`config.mk`:
```
export PLATFORM = sky130hd
export DESIGN_NAME = sat_dbl_acc
export DESIGN_NICKNAME = d
export VERILOG_FILES = /design/src/rtl/sat_dbl_acc.sv
export SDC_FILE = /design/constraint.sdc
export NUM_CORES = 1
export LEC_CHECK = 0
export BUFFER_PORTS_ARGS = -buffer_cell sky130_fd_sc_hd__buf_2
export CAP_MARGIN = 20
export CELL_PAD_IN_SITES_DETAIL_PLACEMENT = 1
export CELL_PAD_IN_SITES_GLOBAL_PLACEMENT = 1
export CORE_ASPECT_RATIO = 2
export CORE_MARGIN = 2
export CORE_UTILIZATION = 40
export DETAILED_ROUTE_END_ITERATION = 8
export PLACE_DENSITY = 0.88
export SLEW_MARGIN = 20
export SYNTH_ARGS = -nofsm -noshare
export SYNTH_HDL_FRONTEND = slang
export SYNTH_SLANG_ARGS = --single-unit
```
`constraint.sdc`:
```
create_clock -name clk -period 6.43 [get_ports clk]
set_input_delay 0.3215 -clock clk [delete_from_list [all_inputs] [get_ports clk]]
set_output_delay 0.3215 -clock clk [all_outputs]
set_load 0.005 [all_outputs]
```
`src/rtl/sat_dbl_acc.sv`:
```
module sat_dbl_acc #(
  parameter int W = 32
) (
  input  logic         clk,
  input  logic         rst,
  input  logic         valid_in,
  input  logic         op_sub,
  input  logic [W-1:0] a,
  input  logic [W-1:0] b,
  input  logic         q_clear,
  output logic [W-1:0] result,
  output logic         valid_out,
  output logic         sat_out,
  output logic         q_flag
);

  localparam logic [W-1:0] MAXV = {1'b0, {(W-1){1'b1}}};
  localparam logic [W-1:0] MINV = {1'b1, {(W-1){1'b0}}};

  logic         dbl_ovf;
  logic [W-1:0] dbl;
  logic [W:0]   wide;
  logic         sum_ovf;
  logic [W-1:0] fin;
  logic         sat_now;

  assign dbl_ovf = b[W-1] ^ b[W-2];
  assign dbl     = dbl_ovf ? (b[W-1] ? MINV : MAXV) : {b[W-2:0], 1'b0};
  assign wide    = op_sub ? ({a[W-1], a} - {dbl[W-1], dbl})
                          : ({a[W-1], a} + {dbl[W-1], dbl});
  assign sum_ovf = wide[W] ^ wide[W-1];
  assign fin     = sum_ovf ? (wide[W] ? MINV : MAXV) : wide[W-1:0];
  assign sat_now = dbl_ovf | sum_ovf;

  always_ff @(posedge clk) begin
    if (rst) begin
      result    <= '0;
      valid_out <= 1'b0;
      sat_out   <= 1'b0;
      q_flag    <= 1'b0;
    end else begin
      valid_out <= valid_in;
      sat_out   <= valid_in & sat_now;
      if (valid_in) result <= fin;
      if (valid_in && sat_now) q_flag <= 1'b1;
      else if (q_clear)        q_flag <= 1'b0;
    end
  end


  reset_state_chk: assert property (@(posedge clk)
    rst |=> (result == '0 && !valid_out && !sat_out && !q_flag));


  valid_follow_chk: assert property (@(posedge clk) disable iff (rst)
    valid_in |=> valid_out);


  idle_hold_chk: assert property (@(posedge clk) disable iff (rst)
    !valid_in |=> (!valid_out && $stable(result)));


  sat_pulse_chk: assert property (@(posedge clk) disable iff (rst)
    sat_out |-> valid_out);


  sat_sets_q_chk: assert property (@(posedge clk) disable iff (rst)
    sat_out |-> q_flag);


  q_sticky_chk: assert property (@(posedge clk) disable iff (rst)
    (q_flag && !q_clear) |=> q_flag);


  q_clear_chk: assert property (@(posedge clk) disable iff (rst)
    (q_clear && !valid_in) |=> !q_flag);

endmodule

```
Yosys cells after proc, flatten, opt, wreduce, memory -nomap -nowiden. Cells that the tools add are included.

Flip-flop bits (word level): 35. Input port bits: 69. Output and inout port bits: 35.

Add/sub/neg operators: 2. Mux-type cells: 7. Bitwise operators: 4. Reductions and logical operators: 2.

Operator list (count): 32-bit 2-to-1 mux (4); 32-bit by 32-bit adder with 33-bit output (1); 33-bit 2-to-1 mux (1); 32-bit by 32-bit subtractor with 33-bit output (1); 1-bit 2-to-1 mux (2); 2-bit nonzero test (1); 1-bit bitwise XOR (2); 1-bit AND (1); 1-bit logical AND (1); 1-bit bitwise OR (1).

Logic depth before layout (Yosys ltp).
Depth after elaboration: 8. Depth in mapped cells: 29. Depth with buffers taken out: 22.

Worst setup path before layout. No wires, ideal clock.

Kind: input to register. Start: input port b[30]. End: register q_flag. Library setup time: 137 ps. Arrival time: 5287 ps. Slack: 1006 ps. Stages: 27. Path buffers: 7. Cell sequence: inv_1 -> ha_1 -> buf_2 -> buf_2 -> buf_1 -> clkbuf_1 -> a21oi_1 -> ha_1 -> nand2b_1 -> a21oi_1 -> nand3b_1 -> a21oi_1 -> a21oi_1 -> a211oi_2 -> a21oi_1 -> ha_1 -> clkbuf_1 -> and4_1 -> and3_1 -> nor2b_1 -> o2111ai_1 -> and4_1 -> buf_2 -> or2_2 -> clkbuf_1 -> nor4_1 -> a2111oi_2.

Longest elaborated chain between the ends: 8. Elaborated cells on any way between the ends: 10. Those cells by class: add/sub (2); mux (3); bitwise (3); reduce/logical (2).

Ends and longest elaborated chain: from (decl) (RTL line 9) `input logic [W-1:0] b,`; 1-bit bitwise XOR (RTL line 27) `assign dbl_ovf = b[W-1] ^ b[W-2];`; 32-bit 2-to-1 mux (RTL line 28) `assign dbl = dbl_ovf ? (b[W-1] ? MINV : MAXV) : {b[W-2:0], 1'b0};`; 32-bit by 32-bit adder with 33-bit output / 32-bit by 32-bit subtractor with 33-bit output (equally long branches) (RTL line 30, 29); 33-bit 2-to-1 mux (RTL line 29) `assign wide = op_sub ? ({a[W-1], a} - {dbl[W-1], dbl})`; 1-bit bitwise XOR (RTL line 31) `assign sum_ovf = wide[W] ^ wide[W-1];`; 1-bit bitwise OR (*) (RTL line 33) `assign sat_now = dbl_ovf | sum_ovf;`; 1-bit logical AND (*) (RTL line 45) `if (valid_in && sat_now) q_flag <= 1'b1;`; 1-bit 2-to-1 mux / 2-bit nonzero test (equally long branches); to (signal assigned) (RTL line 40) `q_flag <= 1'b0;`; to (signal assigned) (RTL line 45); to (signal assigned) (RTL line 46) `else if (q_clear) q_flag <= 1'b0;`; to (decl) (RTL line 14) `output logic q_flag`.

Mark *: on every way between the ends. The rest lies on a longest branch, timed or not. A chain may end at the register's enable or synchronous reset.

Final worst setup path.
Start: input port b[31]. End: register q_flag.

Longest elaborated chain between the ends: 8. Elaborated cells on any way between the ends: 11. Those cells by class: add/sub (2); mux (4); bitwise (3); reduce/logical (2).

Ends and longest elaborated chain (RTL line): 32-bit 2-to-1 mux / 1-bit bitwise XOR (equally long branches) (28, 27); 32-bit 2-to-1 mux (28); 32-bit by 32-bit adder with 33-bit output / 32-bit by 32-bit subtractor with 33-bit output (equally long branches) (30, 29); 33-bit 2-to-1 mux (29); 1-bit bitwise XOR (31); 1-bit bitwise OR (*) (33); 1-bit logical AND (*) (45); 1-bit 2-to-1 mux / 2-bit nonzero test (equally long branches).

Marks and branches as above.

==> run_results.csv <==
group,metric,value,unit
sta,tightestPinTransition,1.05,ns
sta,rsz0062_at_grt,"no",
sta,layout_min_cycle_time,5.96,ns
floorplanning,core_area,12200,um^2
synthesis,synthAdderAreaFrac,9.38,%
clock_tree,post_cts_buffers,0,
clock_tree,tritoncts,"done",
pwr,p_switching,733,uW
global_route,grt_pass1_wl,32400,um
finish,drive_above_1_share,18.7,%
clock_tree,cts_max_level,2,
global_route,grt_start_max_net_pins,33,
place,gp_congestion,1.03,
synthesis,synth_top_family_by_area,"compound AO/OA/AOI/OAI gates",
worst_setup_path,path_class,"input pin to register",
pwr,intPower,795,uW
sta,fin_tns_setup,0,ns
min_path,hp-start,"rst",
synthesis,synth.top_cells.by_area,"dfxtp_1, ha_1, a21oi_1",
synthesis,synth-simple-area-share,26.6,%
synthesis,synth_enable_flop_cells,0,
global_route,grt_pass1_vias,6391,
global_route,antenna_found_initial,0,
finish,diodes,0,
synthesis,synth_area_leader_cell,"dfxtp_1",
sta,skew,0,ns
global_route,track_usage,29.5,%
routing,drc_errors,0,
routing,wire_per_inst,21.8,um
worst_setup_path,endpoint_kind,"register",
routing,routed_wl,20300,um
clock_tree,cts_buffers,5,
worst_setup_path,arrival,6.14,ns
worst_setup_path,crit_required,6.61,ns
synthesis,synth.most_common_cell,"a21oi_1",
worst_setup_path,reg2reg_from,"q_flag",
place,hpwl,16600,um
clock_tree,root_buffer,"clkbuf_16",
sta,clock.fmax,168,MHz
pwr,clockPowerShare,16.6,%
clock_tree,clock_path_buffers,2,
pwr,p_leak,0.00239,uW
global_route,grt-ovfl-total,0,
synthesis,ys_ff_latch,35,
floorplanning,rows,57,
synthesis,syn_avg_cell_area,7.08,um^2
sta,hold_viol,0,
floorplanning,initial_core_util,41.1,%
synthesis,ys_warn_count,0,
routing,vias_per_cell,6.56,
pwr,power_frac_comb,63.2,%
finish,area_growth_syn_to_layout,14.8,%
synthesis,ys.flop_type,"dfxtp_1",
routing,ant_nets,0,
sta,relSlewSlack,29.7,%
outcome,outcome,"complete, no violations",
sta,maxSlewViolCount,0,
synthesis,synth_largest_type_area_fraction,14.0,%
synthesis,syn_area,5010,um^2
synthesis,synth_compound_area_share,36.5,%
place,port_buffers,103,
pwr,p_per_area,265,nW/um^2
worst_setup_path,start_kind,"input pin",
clock_tree,worstSkewPairLatency,0.28,ns
worst_setup_path,cp_max_fo,27,
routing,vias,6137,
finish,nets,893,
min_path,hp-class,"input pin to register",
worst_setup_path,crit_start,"b[31]",
synthesis,synth_xor_area_share,7.34,%
synthesis,async_flop_share,0,%
pwr,ir_drop,240,uV
synthesis,syn_inst,708,
pwr,p_sw_share,48.0,%
floorplanning,io_pins,104,
sta,fin_crit_sh,92.7,%
clock_tree,cts.sinks,35,
clock_tree,clk_pin_slew,0.05,ns
worst_setup_path,reg2regPathDepth,4,
synthesis,synthesis.nets,814,
synthesis,synth_seq_area_share,14.0,%
min_path,whs_path_depth,2,
synthesis,post_synth_most_frequent_cells,"a21oi_1, nor2_1, nand2_1, o21ai_0, ha_1",
routing,drtIter0Drc,343,
floorplanning,die_area,13500,um^2
pwr,power,1530,uW
floorplanning,chipWidth,83.2,um
routing,first_pass_iters,5,
pwr,seqPwrFrac,20.2,%
floorplanning,die_y,162,um
sta,setup_viol,0,
synthesis,synth_cell_types,83,
run,cap_violations,0,
synthesis,synthMuxAreaShare,0.399,%
[through the flow]
stage                     utilization (%)  instances  setup WS [ns]  hold slack, ns  instance area, um^2
final                                47.2        935          0.470           0.398                 5760
after global routing                 47.2        935         0.0971           0.404                 5760
after CTS                            47.1        935          0.256           0.389                 5750
after floorplan                         -        708           1.01           0.449                 5010
after detailed placement             45.9        927          0.163           0.458                 5590
after global placement               45.9        927          0.410           0.439                 5590
[worst max-delay path: stages]
cell and delay, ns:
buf_2 0.15, ha_1 0.33, buf_4 0.28, inv_1 0.17, or4_1 0.59, nor4_1 0.35, a21oi_1 0.23, a211oi_4 0.48
a21oi_1 0.14, ha_1 0.45, nand2_1 0.12, o21ai_0 0.27, o21a_1 0.29, o211ai_2 0.23, and4_1 0.29, nor3_2 0.87
nor4_1 0.19, a2111oi_2 0.36
[layout make-up]
cell class | count | area [um^2]
Fill cell | 1621 | 6440
Multi-Input combinational cell | 605 | 4030
Sequential cell | 35 | 701
Timing Repair Buffer | 112 | 583
Tap cell | 147 | 184
Clock buffer | 8 | 156
Inverter | 28 | 105
[kinds of logic after synthesis]
logic type                 Yosys count
muxes                                2
AOI/OAI and AO/OA                  268
xor gates and xnor gates            42
adders and majority gates           37
and+or+nand+nor                    256
buffers and inverters               68
DFF                                 35
[per-layer routing]
metal	global-route usage [%]	part of all wire, %	wire length (um)	vias to the layer above
met5	0	0	0	-
met1	29.5	36	7250	2969
li1	-	-	-	2858
met4	20.0	6.3	1280	0
met3	1.88	3.4	699	81
met2	56.9	55	11100	229
[repair_timing]
action | in CTS | in global routing
hold buffers | 0 | 0
setup endpoints to repair | 0 | 2
gates resized for setup | 0 | 2
[worst paths after layout]
path         slack [ns]          to
max                0.47      q_flag
min                0.40  result[26]
max reg2reg        5.20      q_flag
min reg2reg        0.46  result[14]
[cell usage in the layout (no fill, tap or decap), types with 7 or more instances in the layout]
cell and instances:
ha_1 36, nand4_1 14, a21oi_1 81, and2_1 8
o311ai_0 15, nor2b_1 7, nor4_1 15, o21ai_0 42
buf_2 103, nor2_1 73, a31oi_1 18, o211ai_1 8
o21a_1 12, dfxtp_1 35, buf_4 9, xor2_1 31
a211oi_1 13, nand3_1 23, a21o_1 9, nor3_1 25
inv_1 25, or3_1 9, nand2_1 42, xnor2_1 11
[state kept, by name, indices dropped and copies added, names as in the netlist]
| name | count |
|---|---|
| q_flag | 1 |
| result | 32 |
| sat_out | 1 |
| valid_out | 1 |
[power groups by stage]
stage	logic [uW]	registers, uW	clock network, uW
after floorplan	640	312	0
after global placement	896	311	0
after detailed placement	939	312	0
after CTS	945	309	257
after global routing	1050	315	264
final	965	309	254
(Power assumes the default switching activity.)
